<file path="src/rtl/vsid_pkg.sv">
package vsid_pkg;
    typedef enum logic [1:0] {
        S_IDLE = 2'd0,
        S_MUL  = 2'd1,
        S_FOLD = 2'd2
    } vsid_state_e;
endpackage

</file>
<file path="src/rtl/vsid_proto_build.sv">
// Forms the proto identifier: context above the masked segment number.
module vsid_proto_build #(
    parameter int CTX_W  = 19,
    parameter int EA_W   = 64,
    parameter int SHIFT  = 28,
    parameter int ESID_W = 21,
    parameter int OUT_W  = 64
) (
    input  logic [CTX_W-1:0] ctx,
    input  logic [EA_W-1:0]  ea,
    output logic [OUT_W-1:0] proto
);
    localparam int P_W = CTX_W + ESID_W;

    logic [P_W-1:0] joined;

    always_comb begin
        joined = {ctx, ea[SHIFT +: ESID_W]};
        proto  = OUT_W'(joined);
    end
endmodule

</file>
<file path="src/rtl/vsid_mul_step.sv">
// One shift-add slice: adds proto * chunk, weighted by the slice index.
module vsid_mul_step #(
    parameter int PW    = 64,
    parameter int STEP  = 4,
    parameter int IDX_W = 3
) (
    input  logic [PW-1:0]    acc,
    input  logic [PW-1:0]    proto,
    input  logic [STEP-1:0]  chunk,
    input  logic [IDX_W-1:0] idx,
    output logic [PW-1:0]    acc_next
);
    logic [PW-1:0] term [STEP];

    genvar gi;
    generate
        for (gi = 0; gi < STEP; gi++) begin : g_term
            assign term[gi] = chunk[gi] ? (proto << gi) : '0;
        end
    endgenerate

    logic [PW-1:0] slice_sum;

    always_comb begin
        slice_sum = '0;
        for (int i = 0; i < STEP; i++) begin
            slice_sum = slice_sum + term[i];
        end
        acc_next = acc + (slice_sum << (32'(idx) * STEP));
    end
endmodule

</file>
<file path="src/rtl/vsid_fold.sv">
// Reduction modulo 2^N-1 by folding the high part onto the low part,
// followed by an end-around carry correction.
module vsid_fold #(
    parameter int PW = 64,
    parameter int N  = 40
) (
    input  logic [PW-1:0] prod,
    output logic [N-1:0]  res
);
    localparam logic [PW-1:0] MASK = (PW'(1) << N) - PW'(1);

    logic [PW-1:0] x;
    logic [PW-1:0] y;

    always_comb begin
        x   = (prod >> N) + (prod & MASK);
        y   = x + ((x + PW'(1)) >> N);
        res = y[N-1:0];
    end
endmodule

</file>
<file path="src/rtl/vsid_scrambler.sv">
module vsid_scrambler
    import vsid_pkg::*;
#(
    parameter int VA_BITS    = 68,
    parameter int CTX_W      = 19,
    parameter int EA_W       = 64,
    parameter int RANGE_BITS = 52,
    parameter int SHIFT_S    = 28,
    parameter int SHIFT_L    = 40,
    parameter int MULT_W     = 24,
    parameter int MULT       = 12538073,
    parameter int MUL_STEP   = 4
) (
    input  logic                       clk,
    input  logic                       rst_n,
    input  logic                       start,
    input  logic [CTX_W-1:0]           ctx,
    input  logic [EA_W-1:0]            ea,
    input  logic                       seg_1t,
    output logic                       done,
    output logic [VA_BITS-SHIFT_S-1:0] vsid,
    output logic                       vsid_valid
);
    localparam int N_S        = VA_BITS - SHIFT_S;
    localparam int N_L        = VA_BITS - SHIFT_L;
    localparam int ESID_S     = N_S - CTX_W;
    localparam int ESID_L     = N_L - CTX_W;
    localparam int VSID_W     = N_S;
    localparam int PW         = 64;
    localparam int MUL_CYCLES = MULT_W / MUL_STEP;
    localparam int CNT_W      = $clog2(MUL_CYCLES + 1);
    localparam logic [PW-1:0] MULT_V = PW'(MULT);
    localparam logic [PW-1:0] MOD_S  = (PW'(1) << N_S) - PW'(1);
    localparam logic [PW-1:0] MOD_L  = (PW'(1) << N_L) - PW'(1);

    vsid_state_e state, state_n;
    logic [CNT_W-1:0] cnt;
    logic [PW-1:0]    proto_q, acc_q, acc_next;
    logic             seg_q, bad_q;

    // Proto identifiers for both segment sizes
    logic [PW-1:0] proto_s, proto_l;

    vsid_proto_build #(
        .CTX_W(CTX_W), .EA_W(EA_W), .SHIFT(SHIFT_S),
        .ESID_W(ESID_S), .OUT_W(PW)
    ) u_proto_s (
        .ctx(ctx), .ea(ea), .proto(proto_s)
    );

    vsid_proto_build #(
        .CTX_W(CTX_W), .EA_W(EA_W), .SHIFT(SHIFT_L),
        .ESID_W(ESID_L), .OUT_W(PW)
    ) u_proto_l (
        .ctx(ctx), .ea(ea), .proto(proto_l)
    );

    // Multiplier slice
    logic [MUL_STEP-1:0] chunk;
    assign chunk = MUL_STEP'(MULT_V >> (32'(cnt) * MUL_STEP));

    vsid_mul_step #(
        .PW(PW), .STEP(MUL_STEP), .IDX_W(CNT_W)
    ) u_mul (
        .acc(acc_q), .proto(proto_q), .chunk(chunk),
        .idx(cnt), .acc_next(acc_next)
    );

    // Reductions for both moduli
    logic [N_S-1:0] red_s;
    logic [N_L-1:0] red_l;

    vsid_fold #(.PW(PW), .N(N_S)) u_fold_s (.prod(acc_q), .res(red_s));
    vsid_fold #(.PW(PW), .N(N_L)) u_fold_l (.prod(acc_q), .res(red_l));

    logic [VSID_W-1:0] vsid_n;

    always_comb begin
        if (bad_q) begin
            vsid_n = '0;
        end else if (seg_q) begin
            vsid_n = VSID_W'(red_l);
        end else begin
            vsid_n = red_s;
        end
    end

    // Next-state logic
    always_comb begin
        state_n = state;
        unique case (state)
            S_IDLE:  if (start) state_n = S_MUL;
            S_MUL:   if (cnt == CNT_W'(MUL_CYCLES - 1)) state_n = S_FOLD;
            S_FOLD:  state_n = S_IDLE;
            default: state_n = S_IDLE;
        endcase
    end

    // State register
    always_ff @(posedge clk) begin
        if (!rst_n) begin
            state <= S_IDLE;
        end else begin
            state <= state_n;
        end
    end

    // Datapath registers
    always_ff @(posedge clk) begin
        if (!rst_n) begin
            cnt     <= '0;
            proto_q <= '0;
            acc_q   <= '0;
            seg_q   <= 1'b0;
            bad_q   <= 1'b0;
        end else begin
            unique case (state)
                S_IDLE: begin
                    if (start) begin
                        proto_q <= seg_1t ? proto_l : proto_s;
                        seg_q   <= seg_1t;
                        bad_q   <= |ea[EA_W-1:RANGE_BITS];
                        acc_q   <= '0;
                        cnt     <= '0;
                    end
                end
                S_MUL: begin
                    acc_q <= acc_next;
                    cnt   <= cnt + CNT_W'(1);
                end
                S_FOLD:  cnt <= '0;
                default: cnt <= '0;
            endcase
        end
    end

    // Output process
    always_ff @(posedge clk) begin
        if (!rst_n) begin
            done       <= 1'b0;
            vsid       <= '0;
            vsid_valid <= 1'b0;
        end else begin
            done <= (state == S_FOLD);
            if (state == S_FOLD) begin
                vsid       <= vsid_n;
                vsid_valid <= (vsid_n != '0);
            end
        end
    end


    fold_then_done_chk: assert property (@(posedge clk) disable iff (!rst_n)
        (state == S_FOLD) |=> done);


    mul_count_bound_chk: assert property (@(posedge clk) disable iff (!rst_n)
        (state == S_MUL) |-> (cnt < CNT_W'(MUL_CYCLES)));


    hold_between_done_chk: assert property (@(posedge clk) disable iff (!rst_n)
        !done |-> ($stable(vsid) && $stable(vsid_valid)));


    valid_nonzero_chk: assert property (@(posedge clk) disable iff (!rst_n)
        vsid_valid == (vsid != '0));


    below_modulus_chk: assert property (@(posedge clk) disable iff (!rst_n)
        done |-> (seg_q ? (PW'(vsid) < MOD_L) : (PW'(vsid) < MOD_S)));


    range_zero_chk: assert property (@(posedge clk) disable iff (!rst_n)
        (done && bad_q) |-> (vsid == '0));
endmodule

</file>
<file path="config.mk">
export PLATFORM = sky130hd
export DESIGN_NAME = vsid_scrambler
export DESIGN_NICKNAME = d
export VERILOG_FILES = /design/src/rtl/vsid_pkg.sv /design/src/rtl/vsid_proto_build.sv /design/src/rtl/vsid_mul_step.sv /design/src/rtl/vsid_fold.sv /design/src/rtl/vsid_scrambler.sv
export SDC_FILE = /design/constraint.sdc
export NUM_CORES = 1
export LEC_CHECK = 0
export ABC_AREA = 1
export BUFFER_PORTS_ARGS = -buffer_cell sky130_fd_sc_hd__buf_2
export CAP_MARGIN = 20
export CORE_ASPECT_RATIO = 0.9
export CORE_MARGIN = 2
export CORE_UTILIZATION = 40
export CTS_CLUSTER_SIZE = 14
export DETAILED_ROUTE_END_ITERATION = 8
export GPL_TIMING_DRIVEN = 0
export PLACE_DENSITY_LB_ADDON = 0.25
export SYNTH_ARGS = -nofsm -noshare
export SYNTH_HDL_FRONTEND = slang
export SYNTH_HIERARCHICAL = 1
export SYNTH_SLANG_ARGS = --single-unit
</file>
<file path="constraint.sdc">
create_clock -name clk -period 5.7 [get_ports clk]
set_input_delay 0.57 -clock clk [delete_from_list [all_inputs] [get_ports clk]]
set_output_delay 0.57 -clock clk [all_outputs]
set_load 0.02 [all_outputs]
</file>
==> impl_metrics.tcl, run 1 <==
set metrics [dict create \
    arrival_ps 6950 \
    cts_sinks 177 \
    dieArea_um2 84000 \
    slew_viol_final 0 \
    m1WireLength_um 57400 \
    synthFlopType "dfxtp_1" \
    ys_ff_latch 177 \
    start_kind "register" \
    top_layer "met5" \
    critical_path_class "register to register" \
    maxCapViolCount 0 \
    p_int_mw 4.11 \
    synth-seq-area-share 0.108 \
    crit_fanout 6 \
    synth_edf_count 0 \
    synth_cell_types 74 \
    slew_headroom 0.384 \
    violations "setup timing" \
    die_height_um 275 \
    whs_ps 324 \
    met3WireLength_um 11600 \
    nFillCells 8439 \
    syn_area_um2 32700 \
    rows 99 \
    synth_top_cell_area_share 0.186 \
    critPathSlowestCell "fa_1" \
    gp_congestion 1.05 \
    clockPowerShare 0.148 \
    fin_crit_sh 1.15 \
    instances_no_fill 7028 \
    cts_made_buffers 17 \
    wl_um 133000 \
    die_w_um 305 \
    cts_hold_buf 0 \
    switching_share 0.528 \
    grt_use_total 0.308 \
    ff_latch_area_um2 3580 \
    routedWlPerCell_um 19.0 \
    clk-insertion-delay-late_ps 530 \
    hp-class "input port to register" \
    cp.required_ps 6120 \
    switchingPower_mw 4.60 \
    drive_gt1_frac 0.213 \
    leakagePower_nw 20.7 \
    final.setup_skew_ps 18.9 \
    ir_drop_mv 0.281 \
    finalHoldViolCount 0 \
    combPwrFrac 0.664 \
    setup_ws_ps -835 \
    grt_pass1_vias 35022 \
    pwr-share-seq 0.188 \
    coreArea_um2 81000 \
    htreeDepth 4 \
    ios 129 \
    drtAntennaViolNets 0 \
    route.detailed.drc 0 \
    viasPerCell 5.32 \
    syn_inst 5680 \
    fmax_mhz 153 \
    met2_length_um 57800 \
    multi_input_area_um2 27400 \
    grt_first_pass_wirelength_um 201000 \
    io_buffers 56 \
    area_growth_pct 23.6 \
    dp_cells 6855 \
    p_per_area_nw_per_um2 216 \
    antenna_found_initial 3 \
    yosysTopAreaCell "nand2_1" \
    async_flop_share 0 \
    final_nets 6365 \
    place_hpwl_um 107000 \
    avgSynthCellArea_um2 5.76 \
    overflow 0 \
    worstSetupEndpointType "register" \
    grt_max_degree 19 \
    slowest_delay_ps 480 \
    clk_pin_slew_ps 90 \
    ys_warn_count 6 \
    num_vias 37402 \
    status "finished with violations" \
    clock_path_buffers 2 \
    tightest_slew_ps 923 \
    first_pass_iters 9 \
    rsz0062_at_grt "true" \
    setup-violations-final 49 \
    finalCriticalPeriod_ps 6540 \
    cts_tree "built" \
    cts_root_buf "clkbuf_16" \
    first_iter_violations 3621 \
    antenna_cells 0 \
    initial_utilization 0.404 \
    synth.area.top_cells "nand2_1 19%, inv_1 13%, dfxtp_1 11%" \
]
-- registers in the layout, summed over array words and instances (netlist names) --
| signal | cells |
|---|---|
| bad_q | 1 |
| cnt | 3 |
| done | 1 |
| proto_q | 64 |
| acc_q | 64 |
| state | 2 |
| seg_q | 1 |
| vsid_valid | 1 |
| vsid | 40 |
-- worst paths after layout --
path | from | end | slack [ps] | cells past startpoint
hold / removal | ctx[1] | proto_q[10] | 320 | 3
hold reg to reg | vsid[28] | vsid[28] | 520 | 2
setup / recovery | cnt[1] | acc_q[56] | -840 | 36
setup reg to reg | cnt[1] | acc_q[56] | -840 | 36
-- routing by layer --
layer | up-vias | track usage
li1 | 18151 | -
met1 | 17398 | 0.413
met2 | 1566 | 0.487
met3 | 285 | 0.0498
met4 | 2 | 0.134
met5 | - | 0
-- worst max-delay path: cells and delay by family, from the launching register on --
family / cells / cell delay, ps
compound gates: 10 / 1650
flops: 1 / 380
xor+xnor: 1 / 90
simple gates: 14 / 1770
fa+ha+maj: 6 / 1890
buf+inv: 5 / 610
-- layout by cell type, fill, tap and decap left out, drive strengths merged, types with 2 or more instances in the layout --
| cell type | Yosys | final |
|---|---|---|
| nand2 | 1679 | 1679 |
| inv | 1108 | 1114 |
| nor2 | 568 | 568 |
| buf | 193 | 397 |
| a21oi | 390 | 390 |
| nand3 | 361 | 361 |
| o21ai | 284 | 284 |
| ha | 196 | 196 |
| dfxtp | 177 | 177 |
| fa | 127 | 127 |
| xor2 | 119 | 119 |
| clkbuf | 78 | 88 |
| nand4 | 67 | 67 |
| a32o | 64 | 64 |
| conb | 4 | 63 |
| nor3 | 46 | 46 |
| xnor2 | 42 | 42 |
| nand3b | 26 | 26 |
| o21bai | 26 | 26 |
| a31oi | 21 | 21 |
| nor4 | 15 | 15 |
| a21o | 13 | 13 |
| o21a | 11 | 11 |
| or2 | 11 | 11 |
| o211ai | 9 | 9 |
| and2 | 8 | 8 |
| clkinv | 3 | 8 |
| mux2i | 7 | 7 |
| a21boi | 4 | 4 |
| clkinvlp | 0 | 3 |
| a211oi | 3 | 3 |
| and3 | 3 | 3 |
| a221oi | 3 | 3 |
| o311ai | 2 | 2 |
-- stage by stage --
stage	area (um^2)	utilization	setup WS [ps]	total power, mW	TNS [ps]
floorplan	33000	-	0.765	4.39	0
global placement	34600	0.427	-2410	5.78	-103510
global route	40400	0.499	-1010	9.18	-37250
detailed placement	34600	0.427	-2380	5.79	-104890
finish	40400	0.499	-835	8.72	-23510
CTS	38400	0.474	-719	7.93	-18310
-- cells in the mapped netlist, types with 4 or more instances --
cell / number
nor2_4: 14
o21ai_2: 12
buf_2: 38
nand4_1: 67
nand2_2: 55
buf_6: 11
a21oi_1: 381
o21ai_0: 240
xor2_2: 4
nor2_1: 510
inv_2: 16
o21a_1: 11
a31oi_1: 21
and2_1: 7
buf_4: 135
nand3_2: 18
a21oi_2: 9
conb_1: 4
a32o_1: 64
nor3_2: 8
ha_1: 196
nand3_1: 342
o21bai_1: 24
fa_1: 127
dfxtp_1: 177
inv_1: 1091
nand2_1: 1622
xor2_1: 114
buf_1: 7
clkbuf_1: 77
nor2_2: 42
o21ai_1: 32
nor4_1: 14
nor3_1: 38
or2_1: 6
nand3b_1: 26
a21o_1: 12
xnor2_1: 42
mux2i_1: 7
o211ai_1: 8
-- kinds of logic (layout without fill, tap and decap cells) --
kind of cell,Yosys count,after routing,share of synthesized area
simple gates,2787,2787,0.364
buf+inv,1382,1611,0.179
compound gates,839,839,0.149
fa+ha+maj,323,323,0.153
flops,177,177,0.108
xor+xnor,161,161,0.0446
mux,7,7,0.00214
other cells,4,63,0.000459
-- repair_timing --
| item | 4_1_cts | 5_1_grt |
|---|---|---|
| buffers inserted | 80 | 60 |
| pin swaps | 100 | 149 |
| resized for setup | 613 | 389 |
| gates cloned | 3 | 0 |
| setup endpoints to repair | 68 | 79 |
-- cell type report --
type                       count  share of cell area
buffer                       269              0.0465
tap                         1060              0.0328
clock inverter                15             0.00418
sequential                   177              0.0885
inverter                    1111               0.104
clock buffer                  17              0.0105
multi-input combinational   4180               0.679
timing repair buffer         199              0.0348
-- power by group through the flow --
stage	clock, mW	combinational [mW]	sequential (mW)
CTS	1.32	5.00	1.61
floorplan	0	2.92	1.47
detailed placement	0	4.16	1.63
finish	1.29	5.79	1.64
global placement	0	4.15	1.63
global route	1.36	6.19	1.64
Power figures use the tool's default switching activity.
==> inputs of run 2 (changes only) <==
CELL_PAD_IN_SITES_DETAIL_PLACEMENT = 1   (was default)
CELL_PAD_IN_SITES_GLOBAL_PLACEMENT = 1   (was default)
==> run 2 against run 1 <==
The flow still finishes with violations (setup timing). Sequential cell count did not move. Core utilization rose by 1.8 points. Clock-buffer cell count rose by 1. Register-to-register slack got worse by 280 ps. Sequential power rose by 3%. Global-route usage rose by 5.7 points. Setup slack got worse by 280 ps. Power rose by 9.3%. First-iteration DRC count rose by 10%. Wire length rose by 24%. Cell count rose by 0.60%. Critical path type unchanged. Largest cell class unchanged. Highest routed layer is now met4.
==> impl_metrics.tcl, run 2 (synthesis gave the netlist of run 1 again) <==
set metrics [dict create \
    fmax_mhz 147 \
    antenna_found_initial 1 \
    clk_pin_slew_ps 90 \
    p_per_area_nw_per_um2 227 \
    final_nets 6407 \
    startpoint "cnt[1]" \
    reg_top3 "acc_q x64, proto_q x64, vsid x40" \
    violations "setup timing" \
    slew_viol_final 0 \
    finalCriticalPeriod_ps 6820 \
    grt_first_pass_wirelength_um 233000 \
    drtAntennaViolNets 0 \
    cts_hold_buf 0 \
    first_iter_violations 4001 \
    setup_ws_ps -1120 \
    cp.required_ps 6130 \
    worstSetupEndpointType "register" \
    critPathSlowestCell "fa_1" \
    route.detailed.drc 0 \
    hp-class "input port to register" \
    first_pass_iters 6 \
    gp_congestion 1.01 \
    grt_max_degree 20 \
    pre_cts_ws_ps -2770 \
    timing.rr.start "cnt[1]" \
    start_kind "register" \
    crit_end "acc_q[56]" \
    grt_pass1_vias 38261 \
    slowest_delay_ps 560 \
    dieArea_um2 84000 \
    area_growth_pct 28.2 \
    grt_use_total 0.365 \
    rsz0062_at_grt "true" \
    leakagePower_nw 21.2 \
    setup-violations-final 51 \
    io_buffers 56 \
    crit_fanout 10 \
    tightest_slew_ps 987 \
    ff2ff_setup_slack_ps -1120 \
    ir_drop_mv 0.235 \
    final_util 0.517 \
    coreArea_um2 81000 \
    antenna_cells 0 \
    finalHoldViolCount 0 \
    ios 129 \
    status "finished with violations" \
    cts_root_buf "clkbuf_16" \
    num_vias 39886 \
    slew_headroom 0.342 \
    initial_utilization 0.404 \
    r2r-end "acc_q[56]" \
    cts_tree "built" \
    clk-insertion-delay-late_ps 540 \
    final.setup_skew_ps 36.7 \
    arrival_ps 7240 \
    drive_gt1_frac 0.248 \
    die_w_um 305 \
    fin_crit_sh 1.20 \
    critical_path_class "register to register" \
    place_hpwl_um 127000 \
    die_height_um 275 \
    clock_path_buffers 2 \
    htreeDepth 4 \
    viasPerCell 5.64 \
    maxCapViolCount 0 \
    cts_made_buffers 17 \
    cts_sinks 177 \
    cpMostUsedCell "nand2_4" \
    routedWlPerCell_um 23.4 \
    reg2regPathDepth 36 \
    final_cell_mix "1483 x nand2_1, 1032 x inv_1, 395 x nor2_1" \
    overflow 0 \
    wl_um 165000 \
    rows 99 \
    final_common_cell "nand2_1" \
]
## run 2: cell types whose count changed in the layout (fill, tap and decap cells not counted), moves of 12 or more
cell     previous run  this run
dfxtp_1           156       144
inv_1            1064      1032
buf_6              19        39
o21ai_1            56        44
a21oi_1           298       277
inv_2              39        73
o21ai_4            26        39
nand3_2            52        67
buf_4             271       288
nand2_2           133       150
nand2_1          1512      1483
nor2_4             52        74
nor2_1            409       395
nand3_1           303       285
## run 2: layout make-up
cell class                      instances  area [um^2]
Timing Repair Buffer                  240         1820
Tap cell                             1060         1330
Buffer                                270         1860
Clock buffer                           18          429
Clock inverter                         14          158
Inverter                             1111         4180
Fill cell                           10951        39100
Multi-Input combinational cell       4180        28500
Sequential cell                       177         3610
## run 2: per-layer routing
layer / track usage / up-vias / wire [um]
met1: 0.522 / 19631 / 73700
met3: 0.0836 / 311 / 16700
li1: - / 18220 / -
met4: 0.0997 / 0 / 5460
met5: 0 / - / 0
met2: 0.546 / 1724 / 69600
## run 2: worst min-delay path by stage
stage	startpoint	to	slack (ps)	cells after the start
after floorplan	proto_q[63]	proto_q[63]	500	2
after global placement	vsid[34]	vsid[34]	500	2
after detailed placement	vsid[28]	vsid[28]	510	2
after CTS	ctx[12]	proto_q[21]	320	3
after global routing	ctx[18]	proto_q[27]	350	3
final	ea[58]	bad_q	330	3
## run 2: repair_timing
item | in CTS | in global routing
cloned | 2 | 0
buffers inserted | 105 | 83
resized for setup | 685 | 617
endpoints found under the setup margin | 79 | 84
pin swaps | 112 | 211
## run 2: where the power goes
group | switching [mW] | internal (mW)
clock network | 0.709 | 0.591
registers | 0.348 | 1.34
logic | 4.16 | 2.38
## run 2: worst max-delay path: cells and delay by family, from the launching register on
family	cells	cell delay, ps
adder cells (fa/ha/maj)	5	1940
AO/OA/AOI/OAI	9	1760
AND/OR/NAND/NOR	13	1580
buffers and inverters	7	750
flip-flops	1	400
XOR/XNOR	2	240
## run 2: per-stage QoR
stage	hold WS (ps)	area [um^2]	std cells	TNS [ps]	power (mW)
finish	329	41900	7070	-37860	9.53
global route	347	41900	7070	-45930	9.90
CTS	316	38800	6988	-25150	8.19
detailed placement	511	34600	6855	-121880	5.98
global placement	504	34600	6855	-117970	5.91
floorplan	505	33000	5739	0	4.39
